[config.mk]
export PLATFORM = sky130hd
export DESIGN_NAME = pmu_bank
export DESIGN_NICKNAME = d
export VERILOG_FILES = /design/src/rtl/pmu_pkg.sv /design/src/rtl/pmu_regdec.sv /design/src/rtl/pmu_counter.sv /design/src/rtl/pmu_bank.sv
export SDC_FILE = /design/constraint.sdc
export NUM_CORES = 1
export LEC_CHECK = 0
export BUFFER_PORTS_ARGS = -buffer_cell sky130_fd_sc_hd__buf_2
export CAP_MARGIN = 10
export CORE_ASPECT_RATIO = 0.7
export CORE_MARGIN = 5
export CORE_UTILIZATION = 60
export CTS_BUF_LIST = sky130_fd_sc_hd__clkbuf_16
export CTS_CLUSTER_SIZE = 12
export DETAILED_ROUTE_END_ITERATION = 8
export PLACE_DENSITY_LB_ADDON = 0.1
export SLEW_MARGIN = 20
export SYNTH_ARGS = -nofsm -noshare
export SYNTH_HDL_FRONTEND = slang
export SYNTH_SLANG_ARGS = --single-unit
[constraint.sdc]
create_clock -name clk -period 6.97 [get_ports clk]
set_input_delay 1.7425 -clock clk [delete_from_list [all_inputs] [get_ports clk]]
set_output_delay 1.7425 -clock clk [all_outputs]
set_load 0.03 [all_outputs]
[src/rtl/pmu_pkg.sv]
package pmu_pkg;

    localparam int DATA_W    = 32;
    localparam int EVT_SEL_W = 7;
    localparam int NUM_EVT   = 1 << EVT_SEL_W;
    localparam int REGNUM_W  = 10;
    localparam int IDX_W     = 4;

    localparam int LCA_IE_BIT  = 16;
    localparam int LCA_FRZ_BIT = 17;

    typedef enum logic [1:0] {
        GRP_CTR = 2'd0,
        GRP_LCA = 2'd1,
        GRP_LCB = 2'd2,
        GRP_GLB = 2'd3
    } grp_e;

    typedef struct packed {
        logic                 frz;
        logic                 ie;
        logic [EVT_SEL_W-1:0] sel;
    } lca_t;

    typedef struct packed {
        logic no_sup;
        logic no_user;
    } lcb_t;

    typedef struct packed {
        logic foa;
        logic gie;
        logic frz_all;
    } glb_t;

    typedef struct packed {
        logic             hit;
        logic             sup;
        grp_e             grp;
        logic [IDX_W-1:0] idx;
    } dec_t;

    function automatic logic [DATA_W-1:0] lca_word(lca_t a);
        logic [DATA_W-1:0] w;
        w = '0;
        w[EVT_SEL_W-1:0] = a.sel;
        w[LCA_IE_BIT]    = a.ie;
        w[LCA_FRZ_BIT]   = a.frz;
        return w;
    endfunction

    function automatic lca_t word_lca(logic [DATA_W-1:0] w);
        lca_t a;
        a.sel = w[EVT_SEL_W-1:0];
        a.ie  = w[LCA_IE_BIT];
        a.frz = w[LCA_FRZ_BIT];
        return a;
    endfunction

    function automatic logic [DATA_W-1:0] lcb_word(lcb_t b);
        return {{(DATA_W-2){1'b0}}, b.no_sup, b.no_user};
    endfunction

    function automatic lcb_t word_lcb(logic [DATA_W-1:0] w);
        lcb_t b;
        b.no_user = w[0];
        b.no_sup  = w[1];
        return b;
    endfunction

    function automatic logic [DATA_W-1:0] glb_word(glb_t g);
        return {{(DATA_W-3){1'b0}}, g.foa, g.gie, g.frz_all};
    endfunction

    function automatic glb_t word_glb(logic [DATA_W-1:0] w);
        glb_t g;
        g.frz_all = w[0];
        g.gie     = w[1];
        g.foa     = w[2];
        return g;
    endfunction

endpackage

[src/rtl/pmu_regdec.sv]
module pmu_regdec
    import pmu_pkg::*;
#(
    parameter int NUM_CTR = 4
) (
    input  logic [REGNUM_W-1:0] reg_num,
    input  logic                mt_strobe,
    input  logic                mf_strobe,
    input  logic                user_mode,
    output dec_t                dec,
    output logic                wr_ok,
    output logic                rd_ok,
    output logic                fault
);

    localparam logic [IDX_W:0] NCTR = (IDX_W+1)'(NUM_CTR);

    logic idx_ok;

    always_comb begin
        dec.grp = grp_e'(reg_num[8:7]);
        dec.sup = reg_num[4];
        dec.idx = reg_num[IDX_W-1:0];
        if (dec.grp == GRP_GLB) begin
            idx_ok = (dec.idx == '0);
        end else begin
            idx_ok = ({1'b0, dec.idx} < NCTR);
        end
        dec.hit = !reg_num[9] && (reg_num[6:5] == 2'b00) && idx_ok;
    end

    assign fault = dec.hit && (mt_strobe || mf_strobe) &&
                   ((dec.sup && user_mode) || (!dec.sup && mt_strobe));
    assign wr_ok = dec.hit && mt_strobe && dec.sup && !user_mode;
    assign rd_ok = dec.hit && mf_strobe && !(dec.sup && user_mode);

endmodule

[src/rtl/pmu_counter.sv]
module pmu_counter
    import pmu_pkg::*;
(
    input  logic               clk,
    input  logic               rst,
    input  logic [NUM_EVT-1:0] events,
    input  logic               user_mode,
    input  logic               frz_all,
    input  logic               cnt_we,
    input  logic               lca_we,
    input  logic               lcb_we,
    input  logic [DATA_W-1:0]  wr_data,
    output logic [DATA_W-1:0]  cnt,
    output lca_t               lca,
    output lcb_t               lcb,
    output logic               alert
);

    logic blocked;
    logic run;

    assign blocked = user_mode ? lcb.no_user : lcb.no_sup;
    assign run     = !frz_all && !lca.frz && !blocked && events[lca.sel];
    assign alert   = lca.ie && cnt[DATA_W-1];

    always_ff @(posedge clk) begin
        if (rst) begin
            cnt <= '0;
            lca <= '0;
            lcb <= '0;
        end else begin
            if (lca_we) lca <= word_lca(wr_data);
            if (lcb_we) lcb <= word_lcb(wr_data);
            if (cnt_we) begin
                cnt <= wr_data;
            end else if (run) begin
                cnt <= cnt + DATA_W'(1);
            end
        end
    end

    AST_CTR_STEP: assert property (@(posedge clk) disable iff (rst)
        !cnt_we |=> (cnt == $past(cnt) || cnt == $past(cnt) + DATA_W'(1)));

    AST_CTR_FROZEN: assert property (@(posedge clk) disable iff (rst)
        ((frz_all || lca.frz) && !cnt_we) |=> $stable(cnt));

    AST_CFG_HOLD: assert property (@(posedge clk) disable iff (rst)
        (!lca_we && !lcb_we) |=> ($stable(lca) && $stable(lcb)));

endmodule

[src/rtl/pmu_bank.sv]
module pmu_bank
    import pmu_pkg::*;
#(
    parameter int NUM_CTR = 4
) (
    input  logic                clk,
    input  logic                rst,
    input  logic                user_mode,
    input  logic [REGNUM_W-1:0] reg_num,
    input  logic                mt_strobe,
    input  logic                mf_strobe,
    input  logic [DATA_W-1:0]   wr_data,
    input  logic [NUM_EVT-1:0]  events,
    output logic [DATA_W-1:0]   rd_data,
    output logic                priv_exc,
    output logic                irq
);

    dec_t              dec;
    logic              wr_ok, rd_ok, fault;
    glb_t              glb_q;
    logic              glb_we;
    logic [DATA_W-1:0] cnt_q [NUM_CTR];
    lca_t              lca_q [NUM_CTR];
    lcb_t              lcb_q [NUM_CTR];
    logic [NUM_CTR-1:0] alert;
    logic [DATA_W-1:0] rd_word;

    pmu_regdec #(.NUM_CTR(NUM_CTR)) u_dec (
        .reg_num   (reg_num),
        .mt_strobe (mt_strobe),
        .mf_strobe (mf_strobe),
        .user_mode (user_mode),
        .dec       (dec),
        .wr_ok     (wr_ok),
        .rd_ok     (rd_ok),
        .fault     (fault)
    );

    for (genvar i = 0; i < NUM_CTR; i++) begin : g_ctr
        logic sel_me;
        assign sel_me = wr_ok && (dec.idx == IDX_W'(i));

        pmu_counter u_ctr (
            .clk       (clk),
            .rst       (rst),
            .events    (events),
            .user_mode (user_mode),
            .frz_all   (glb_q.frz_all),
            .cnt_we    (sel_me && dec.grp == GRP_CTR),
            .lca_we    (sel_me && dec.grp == GRP_LCA),
            .lcb_we    (sel_me && dec.grp == GRP_LCB),
            .wr_data   (wr_data),
            .cnt       (cnt_q[i]),
            .lca       (lca_q[i]),
            .lcb       (lcb_q[i]),
            .alert     (alert[i])
        );
    end

    assign glb_we = wr_ok && dec.grp == GRP_GLB;
    assign irq    = glb_q.gie && (|alert);

    always_comb begin
        rd_word = '0;
        if (dec.grp == GRP_GLB) begin
            rd_word = glb_word(glb_q);
        end else begin
            for (int i = 0; i < NUM_CTR; i++) begin
                if (dec.idx == IDX_W'(i)) begin
                    case (dec.grp)
                        GRP_CTR: rd_word = cnt_q[i];
                        GRP_LCA: rd_word = lca_word(lca_q[i]);
                        GRP_LCB: rd_word = lcb_word(lcb_q[i]);
                        default: rd_word = '0;
                    endcase
                end
            end
        end
    end

    always_ff @(posedge clk) begin
        if (rst) begin
            rd_data  <= '0;
            priv_exc <= 1'b0;
            glb_q    <= '0;
        end else begin
            priv_exc <= fault;
            if (mf_strobe) begin
                rd_data <= rd_ok ? rd_word : '0;
            end
            if (glb_we) begin
                glb_q <= word_glb(wr_data);
            end else if (glb_q.foa && irq) begin
                glb_q.frz_all <= 1'b1;
            end
        end
    end

    AST_EXC_CAUSE: assert property (@(posedge clk) disable iff (rst)
        priv_exc |-> $past(mt_strobe || (mf_strobe && user_mode)));

    AST_FOA_FREEZE: assert property (@(posedge clk) disable iff (rst)
        (glb_q.foa && irq && !glb_we) |=> glb_q.frz_all);

    AST_UNDEF_ZERO: assert property (@(posedge clk) disable iff (rst)
        (mf_strobe && !dec.hit) |=> (rd_data == '0 && !priv_exc));

    AST_RD_HOLD: assert property (@(posedge clk) disable iff (rst)
        !mf_strobe |=> $stable(rd_data));

endmodule

# --- Yosys cells after proc, flatten, opt, wreduce, memory -nomap -nowiden ---
# Index checks and enable logic that the tools add are counted.
classes:
  n_addsub: 4
  mul: 0
  div_mod_pow: 0
  magnitude_cmp: 5
  eq_ne: 6
  shift: 0
  mux: 33
  n_bitwise: 0
  reduce_logical: 70
op_table:
  columns: ["cell", "n"]
  rows:
  - ["$mux 32", 14]
  - ["$pmux 32 s3", 4]
  - ["$add 32x1->32 const B", 4]
  - ["$logic_and 1x1->1", 46]
  - ["$lt 7x8->1 const B", 4]
  - ["$bmux 1 s7", 4]
  - ["$logic_not 1->1", 13]
  - ["$mux 1", 11]
  - ["$reduce_bool 2->1", 5]
  - ["$eq 4x2->1 const B", 2]
  - ["$eq 2x2->1 const B", 2]
  - ["$eq 4x1->1 const B", 1]
  - ["$logic_not 2->1", 2]
  - ["$logic_not 4->1", 1]
  - ["$lt 4x3->1 const B", 1]
  - ["$reduce_or 4->1", 1]
  - ["$eq 2x1->1 const B", 1]
  - ["$logic_or 1x1->1", 2]
totals:
  reg_bits: 208
  latch_bits: 0
  ram_bits: 0
  rom_bits: 0
  in_bits: 175
  out_inout_bits: 34
  mem_count: 0

# --- Depth between registers and ports, before layout ---
# Gate-level depths: netlist of run 1.
depth:
  ltp_word: 9
  mapped_depth: 13

# --- Cells and area by module ---
# Synthesis of run 1 repeated with hierarchy kept, for this count alone.
hier_totals:
  cells_unflattened: 2061
  area_unflattened_um2: 17425.5
by_module_without_submodules:
  columns: ["module", "instances", "cells_per_inst", "area_per_inst_um2", "seq_area_each_um2"]
  rows:
  - ["pmu_counter (g_ctr[0].u_ctr ...)", 2, 425, 3646.0, 860.8]
  - ["pmu_counter (g_ctr[2].u_ctr ...)", 2, 415, 3626.0, 860.8]
  - ["pmu_bank", 1, 360, 2737.6, 720.7]
  - ["pmu_regdec", 1, 21, 143.9, 0.0]

# --- Worst setup path before layout of run 1 ---
# No wires, ideal clock.
synth_timing:
  path_type: "input to register"
  start: "input port user_mode"
  end: "register g_ctr[0].u_ctr.cnt[28]"
  t_arrival_ns: 3.894
  setup_slack_ns: 2.962
  cell_stages: 9
  cell_sequence: "clkbuf_1 mux2i_1 and2_1 nand4_1 or3_1 clkbuf_1 or3_1 or2_2 a2111oi_0"
synth_between:
  elab_chain_len: 5
synth_rtl:
  columns: ["element", "line_no", "text"]
  rows:
  - ["start, declared", "pmu_bank.sv:8", "input logic user_mode,"]
  - ["$mux 1 / $logic_not 1->1 (equally long branches)", "pmu_counter.sv:22, pmu_regdec.sv:34", null]
  - ["$logic_not 1->1 / $logic_and 1x1->1 (equally long branches)", "pmu_counter.sv:23, pmu_regdec.sv:34", null]
  - ["$logic_and 1x1->1, on equally long branches", "pmu_counter.sv:23, pmu_bank.sv:42", null]
  - ["$logic_and 1x1->1, on equally long branches", "pmu_counter.sv:23, pmu_bank.sv:50", null]
  - ["$reduce_bool 2->1 (no line) / $mux 32 (equally long branches)", null, null]
  - ["end signal, assigned", "pmu_counter.sv:35", "cnt <= wr_data;"]
  - ["end signal, assigned", "pmu_counter.sv:37", "cnt <= cnt + DATA_W'(1);"]
  - ["end, declared", "pmu_counter.sv:13", "output logic [DATA_W-1:0] cnt,"]
# Several ways; a longest one is shown, not always the timed one.
# A chain may end at the register's enable or synchronous reset.

# --- Final worst setup path of run 1 ---
layout_timing:
  start: "input port events[115]"
  end: "register g_ctr[3].u_ctr.cnt[23]"
layout_between:
  elab_chain_len: 4
layout_rtl:
  columns: ["element", "line_no", "text"]
  rows:
  - ["start, declared", "pmu_bank.sv:13", "input logic [NUM_EVT-1:0] events,"]
  - ["$bmux 1 s7", "pmu_counter.sv:23", "assign run = !frz_all && !lca.frz && !blocked && events[lca.sel];"]
  - ["$mux 1 (not written as such)", "pmu_counter.sv:23", null]
  - ["$logic_and 1x1->1", "pmu_counter.sv:23", null]
  - ["$reduce_bool 2->1 (no line)", null, null]
  - ["end signal, assigned", "pmu_counter.sv:35", null]
  - ["end signal, assigned", "pmu_counter.sv:37", null]
  - ["end, declared", "pmu_counter.sv:13", null]
# No other way between the ends. The select of a mux whose other input is x is not followed.

==> results of run 1 <==
-- cell type report --
| type | count | area share |
|---|---|---|
| clock buffers | 21 | 0.0291 |
| inverters | 30 | 0.00623 |
| multi-input cells | 1574 | 0.640 |
| diodes | 3 | 0.000415 |
| well taps | 371 | 0.0257 |
| clock inverters | 5 | 0.00104 |
| repair buffers | 228 | 0.0663 |
| flip-flops and latches | 208 | 0.231 |
-- cells in the mapped netlist, types with 18 or more instances --
| library cell | instances | area, um2 |
|---|---|---|
| inv_1 | 30 | 113 |
| a221oi_1 | 22 | 193 |
| clkbuf_1 | 109 | 409 |
| nand2_1 | 163 | 612 |
| nor3_1 | 58 | 290 |
| a311oi_1 | 30 | 263 |
| and3_1 | 28 | 175 |
| a21oi_1 | 82 | 410 |
| o21ai_0 | 31 | 155 |
| mux2i_1 | 136 | 1360 |
| buf_2 | 24 | 120 |
| a22oi_1 | 22 | 165 |
| mux4_2 | 94 | 2120 |
| a211oi_1 | 93 | 698 |
| buf_4 | 18 | 135 |
| nand4_1 | 33 | 206 |
| nor2_1 | 251 | 942 |
| xnor2_1 | 66 | 578 |
| o22ai_1 | 28 | 175 |
| and2_1 | 18 | 113 |
| nor2b_1 | 23 | 144 |
| nor4_1 | 44 | 275 |
| nand3_1 | 114 | 571 |
| dfxtp_1 | 208 | 4160 |
-- state kept, by name, indices dropped and copies added (netlist names) --
| name | cells |
|---|---|
| g_ctr.u_ctr.cnt | 128 |
| g_ctr.u_ctr.lca | 36 |
| g_ctr.u_ctr.lcb | 8 |
| glb_q | 3 |
| priv_exc | 1 |
| rd_data | 32 |
-- kinds of logic (layout without fill, tap and decap cells) --
group / after synthesis / in the layout
AOI/OAI and AO/OA: 416 / 416
xor gates and xnor gates: 71 / 71
adders and majority gates: 4 / 4
buffers and inverters: 209 / 284
DFF: 208 / 208
muxes: 245 / 245
other: 0 / 3
and+or+nand+nor: 838 / 838
-- through the flow --
| step | instance area [um2] | instances | setup slack, ps | hold slack, ps | util |
|---|---|---|---|---|---|
| detailed placement | 17500 | 2411 | 1940 | 468 | 0.634 |
| finish | 18100 | 2440 | 2330 | 480 | 0.654 |
| CTS | 18100 | 2437 | 2480 | 476 | 0.653 |
| global placement | 17500 | 2411 | 2130 | 459 | 0.634 |
| global route | 18100 | 2439 | 2170 | 500 | 0.654 |
| floorplan | 16700 | 1991 | 2960 | 449 | - |
-- path summary, 6_finish.rpt --
check,end,slack (ps),cells past startpoint,start
setup reg to reg,g_ctr[0].u_ctr.cnt[31],2500,9,g_ctr[0].u_ctr.lca[1]
hold / removal,g_ctr[1].u_ctr.lcb[1],480,2,g_ctr[1].u_ctr.lcb[1]
hold reg to reg,g_ctr[1].u_ctr.lcb[1],480,2,g_ctr[1].u_ctr.lcb[1]
setup / recovery,g_ctr[3].u_ctr.cnt[23],2330,9,events[115]
-- routing by layer --
layer,GRT usage,vias up,routed length [um]
met5,0.0846,-,365
met4,0.0528,8,1080
met3,0.207,107,11800
met2,0.508,1248,25200
met1,0.591,8442,26900
li1,-,7714,-
-- worst min-delay path: stages, from the launching register on --
cell     delay (ps)
dfxtp_1         320
nand2_1          60
a21oi_1          50
-- power by group through the flow --
stage          Combinational, uW  Sequential [uW]  Clock (uW)
3_5_place_dp                 309             1230           0
3_3_place_gp                 304             1230           0
2_1_floorplan                156             1230           0
6_report                     332             1210        1010
4_1_cts                      310             1210        1010
5_1_grt                      339             1210        1060
==> results by group, run 1 <==
STA
  • Final hold vios: 0
  • Slew of the pin with the lowest slew margin: 1180 ps
  • Setup violators final: 0
  • Relative max-transition margin: 0.209
  • Fin crit period: 4640 ps
  • Slew Viols, Final: 0
  • Fmax achieved: 0.216 GHz
  • Tcrit/Tclk final: 0.666
  • RSZ-0062 raised after global routing: no
  • Post-Route Setup TNS: 0 ps
  • Final Skew: 9.10 ps

Final layout
  • Layout cells sized above 1: 0.197
  • Commonest cells after routing, fill and taps aside: nor2_1 (251), buf_2 (207), dfxtp_1 (200)
  • Seq. cell area: 4170 um2
  • Footprint of the multi-input gates: 11600 um2
  • Fillers: 2376
  • Layout overhead on the synthesized area: 8.29%
  • Commonest non-fill, non-tap cell in the layout: nor2_1
  • Final Net Count: 2242

Synthesis
  • Largest family of logic cells by synthesized area: simple AND/OR/NAND/NOR gates
  • Post-Synth Adder-Cell Area: 0.00300
  • Post-synthesis simple-gate area fraction: 0.250
  • Post-synthesis cell type count: 87
  • Ys async rst share: 0
  • Post-synth EDFFs: 0
  • XOR/XNOR Fraction of Synth Area: 0.0373
  • Syn avg cell area: 8.38 um2
  • Synthesized instance count: 1991
  • Ys flop type: dfxtp_1
  • Yosys reg bits: 208
  • Synth Cell Area: 16700 um2
  • Seq/Total Area, Yosys: 0.250
  • Mux cell area share after synthesis: 0.219
  • Syn_nets: 2170
  • Synth Area in Compound Gates: 0.182
  • Synthesis Warnings: 0

Hold path
  • Path category of the worst min-delay check: flip-flop to flip-flop

Worst setup path
  • Crit-path max cell delay: 960 ps
  • Worst EP required: 7390 ps
  • Delay-heaviest family, CP: compound AO/OA/AOI/OAI gates
  • Worst Setup End Kind: flip-flop
  • WS Path Type: input port to flip-flop
  • Max FO, Critical Path: 14
  • Arr. time, crit path: 5060 ps
  • CP max stage cell: a211oi_1
  • Worst path cell trace: buf_2, mux4_2, nor2b_1, a211oi_1, nor3_2, a311oi_4, or2_1, o21ai_1, a311oi_1
  • CP Buf/Inv Count: 1
  • Worst setup SP type: input port

Floorplan
  • # IOs: 209
  • FP Rows: 51
  • Die X: 209 um
  • Area of the core: 27600 um2
  • Die Area: 31300 um2
  • Initial Util: 0.604
  • Die H: 150 um

Route
  • Routed WL per cell: 26.8 um
  • Routed wire length: 65400 um
  • DRT antenna net count: 0
  • Starting DRT DRC Count: 2668
  • Detailed-route via count: 17500
  • DRC viols: 0
  • TritonRoute pass-1 iters: 7
  • Via-to-Cell Ratio: 7.18

Power
  • Tot Pwr: 2540 uW
  • Combinational group share of total power: 0.130
  • Clock share of power: 0.395
  • Leak: 0.00575 uW
  • PD cells: 141 nW/um2
  • P_sw: 696 uW
  • Sequential Power Share: 0.474
  • P_int: 1850 uW
  • Worst VDD drop: 0.0981 mV
  • Net switching fraction of the power: 0.273

GRT
  • Grt ovf: 0
  • Pin count of the biggest net entering global routing: 135
  • First-pass GRT wire length: 96200 um
  • GRT Util Overall: 0.397
  • Vias in the first global route: 15500
  • Initial antenna violation count: 4

Run
  • Max-cap violations: 0

CTS
  • Cts repair resizes: 0
  • CTS tree: done
  • # clock sinks: 208
  • Setup bufs post-CTS: 0
  • Clk slew on worst S/H paths: 60 ps
  • Total CTS buffers: 21
  • Root Buffer: clkbuf_16
  • Clock tree buffer depth: 3
  • Worst-skew pair later-pin latency: 510 ps
  • H-tree levels: 1
  • Hold_buf cts: 0

Place
  • RePlAce Congestion: 1.15
  • # port buffers: 208
  • HPWL Detailed: 48800 um

Run status
  • Status: completed
No activity file was read; power rests on OpenSTA's default activity.
==> run 2: changes to the inputs <==
--- a/config.mk
+++ b/config.mk
@@ -9,7 +9,7 @@
 export CAP_MARGIN = 10
 export CORE_ASPECT_RATIO = 0.7
 export CORE_MARGIN = 5
-export CORE_UTILIZATION = 60
+export CORE_UTILIZATION = 54
 export CTS_BUF_LIST = sky130_fd_sc_hd__clkbuf_16
 export CTS_CLUSTER_SIZE = 12
 export DETAILED_ROUTE_END_ITERATION = 8
==> constraint.sdc (replaced) <==
create_clock -name clk -period 4.2 [get_ports clk]
set_input_delay 1.05 -clock clk [delete_from_list [all_inputs] [get_ports clk]]
set_output_delay 1.05 -clock clk [all_outputs]
set_load 0.03 [all_outputs]
==> run 2 against run 1 <==
Register-to-register slack got worse by 2200 ps; die area rose by 10%; cell count rose by 4.5%; routed wire length rose by 7.8%; global-route usage fell by 0.52 points; sequential power rose by 65%; first-iteration DRC count fell by 1.7%; total power rose by 72%; via count rose by 2.4%.
==> results by group, run 2 (synthesized netlist as in run 1, its figures left out) <==
GRT
  • GRT Util Overall: 0.392 (was 0.397)
  • First-pass GRT wire length: 103000 um (was 96200 um)
  • Pin count of the biggest net entering global routing: 80 (was 135)
  • Initial antenna violation count: 5 (was 4)
  • Grt ovf: 0 (unchanged)
  • Vias in the first global route: 15900 (was 15500)

STA
  • Slew of the pin with the lowest slew margin: 1150 ps (was 1180 ps)
  • Slew Viols, Final: 0 (unchanged)
  • Fmax achieved: 0.253 GHz
  • WHS: 473 ps (was 480 ps)
  • Relative max-transition margin: 0.230 (was 0.209)
  • Fin crit period: 3950 ps
  • Tcrit/Tclk final: 0.940
  • Setup violators final: 0 (unchanged)
  • Post-Route Setup TNS: 0 ps (unchanged)
  • Final Skew: 17.0 ps (was 9.10 ps)
  • Final hold vios: 0 (unchanged)
  • RSZ-0062 raised after global routing: no (unchanged)

Floorplan
  • FP Rows: 53 (was 51)
  • Area of the core: 30200 um2 (was 27600 um2)
  • Die Area: 34600 um2 (was 31300 um2)
  • Initial Util: 0.552 (was 0.604)
  • Die X: 220 um (was 209 um)
  • Die H: 157 um (was 150 um)
  • # IOs: 209 (unchanged)

Final layout
  • Commonest cells after routing, fill and taps aside: nor2_1 (251), buf_2 (207), dfxtp_1 (200) (unchanged)
  • Biggest regs: g_ctr.u_ctr.cnt: 128 flops, g_ctr.u_ctr.lca: 36 flops, rd_data: 32 flops (unchanged)
  • Final Net Count: 2304 (was 2242)
  • Layout cells sized above 1: 0.221 (was 0.197)
  • Post-Layout Cell Count: 2551 (was 2440)
  • Max FFs per register: 128 (unchanged)
  • Largest reg by FF count: g_ctr.u_ctr.cnt (unchanged)
  • Fillers: 2730 (was 2376)
  • Commonest non-fill, non-tap cell in the layout: nor2_1 (unchanged)
  • Layout overhead on the synthesized area: 12.4% (was 8.29%)

CTS
  • Hold_buf cts: 0 (unchanged)
  • Clk slew on worst S/H paths: 70 ps (was 60 ps)
  • H-tree levels: 1 (unchanged)
  • Total CTS buffers: 22 (was 21)
  • Cts repair resizes: 0 (unchanged)
  • Root Buffer: clkbuf_16 (unchanged)
  • CTS tree: done (unchanged)
  • # clock sinks: 208 (unchanged)
  • Worst-skew pair later-pin latency: 520 ps (was 510 ps)
  • Clock tree buffer depth: 3 (unchanged)
  • Setup bufs post-CTS: 0 (unchanged)

Route
  • Routed wire length: 70500 um (was 65400 um)
  • DRT antenna net count: 0 (unchanged)
  • Starting DRT DRC Count: 2623 (was 2668)
  • TritonRoute pass-1 iters: 8 (was 7)
  • Detailed-route via count: 17900 (was 17500)
  • Routed WL per cell: 27.6 um (was 26.8 um)
  • Via-to-Cell Ratio: 7.03 (was 7.18)
  • DRC viols: 0 (unchanged)

Place
  • RePlAce Congestion: 1.09 (was 1.15)
  • # port buffers: 208 (unchanged)
  • Placed instance count: 2513 (was 2411)
  • HPWL Detailed: 54600 um (was 48800 um)

Worst setup path
  • R2r endpoint: g_ctr[0].u_ctr.cnt[28] (was g_ctr[0].u_ctr.cnt[31])
  • Worst Setup End Kind: flip-flop (unchanged)
  • R2R Setup Slk: 250 ps (was 2500 ps)
  • Worst EP required: 4600 ps (was 7390 ps)
  • Max FO, Critical Path: 19 (was 14)
  • Worst setup SP type: flip-flop (was input port)
  • WS Path Type: flip-flop to flip-flop (was input port to flip-flop)
  • Arr. time, crit path: 4340 ps (was 5060 ps)
  • R2R Path Start: g_ctr[0].u_ctr.lca[3] (was g_ctr[0].u_ctr.lca[1])
  • Cells on worst reg2reg path: 9 (unchanged)

Power
  • PD cells: 233 nW/um2 (was 141 nW/um2)
  • Worst VDD drop: 0.241 mV (was 0.0981 mV)
  • Leak: 0.00611 uW (was 0.00575 uW)

Run status
  • Status: completed (unchanged)

Hold path
  • Hold path depth: 2 (unchanged)
  • Hold_sp: g_ctr[0].u_ctr.lca[8] (was g_ctr[1].u_ctr.lcb[1])
  • Worst Hold Path EP: g_ctr[0].u_ctr.lca[8] (was g_ctr[1].u_ctr.lcb[1])
  • Path category of the worst min-delay check: flip-flop to flip-flop (unchanged)

Run
  • Max-cap violations: 0 (unchanged)
run 2: changes by cell type in the layout (fill, tap and decap cells not counted), sizes merged:
cell,previous run,this run
buf,228,289
clkinv,3,6
inv,32,35
clkbuf,21,23
diode,3,4
run 2: final cells by class:
| type | instances | area [um2] | area share |
|---|---|---|---|
| inverter | 30 | 113 | 0.00600 |
| antenna | 4 | 10.0 | 0.000534 |
| clock inverter | 11 | 45.0 | 0.00240 |
| timing repair buffer | 289 | 1770 | 0.0942 |
| sequential | 208 | 4170 | 0.223 |
| clock buffer | 23 | 576 | 0.0307 |
| tap | 412 | 515 | 0.0275 |
| multi-input combinational | 1574 | 11600 | 0.616 |
run 2: report_power, final:
group / internal [uW] / switching, uW / leakage (uW) / total (uW)
registers: 1990 / 19.1 / 0.00168 / 2000
clock network: 976 / 818 / 0.000327 / 1790
logic: 208 / 368 / 0.00410 / 576
total: 3170 / 1210 / 0.00611 / 4380
run 2: stage by stage:
step / power (uW) / instance area (um2) / utilization / setup slack (ps)
finish: 4380 / 18800 / 0.620 / 253
global route: 4480 / 18800 / 0.620 / 81.0
CTS: 4350 / 18700 / 0.620 / 477
detailed placement: 2590 / 18100 / 0.600 / 353
global placement: 2580 / 18100 / 0.600 / 366
floorplan: 2300 / 16700 / - / 884
run 2: how the worst max path moves through the flow:
stage                                      from                     end  slack [ps]  cells after the start
after floorplan                       user_mode  g_ctr[0].u_ctr.cnt[28]         880                      9
after global placement               events[55]  g_ctr[2].u_ctr.cnt[19]         370                     10
after detailed placement             events[55]  g_ctr[2].u_ctr.cnt[15]         350                     10
after CTS                 g_ctr[0].u_ctr.lca[3]  g_ctr[0].u_ctr.cnt[28]         480                      9
after global routing      g_ctr[0].u_ctr.lca[3]  g_ctr[0].u_ctr.cnt[28]          80                      9
final                     g_ctr[0].u_ctr.lca[3]  g_ctr[0].u_ctr.cnt[28]         250                      9
run 2: worst max-delay path, stage by stage (launching register included):
cell	delay, ps
dfxtp_1	1080
buf_4	290
mux4_2	280
mux2i_1	350
nand2_1	280
o211ai_1	160
and3_1	380
and2_1	470
nor3_1	110
a2111oi_0	380
run 2: layer usage:
metal / GRT usage / vias to the layer above / routed length (um) / part of all wire
li1: - / 7833 / - / -
met1: 0.596 / 8727 / 29600 / 0.42
met2: 0.498 / 1255 / 27200 / 0.39
met3: 0.197 / 118 / 12300 / 0.17
met4: 0.0520 / 6 / 1230 / 0.017
met5: 0.0278 / - / 159 / 0.0023
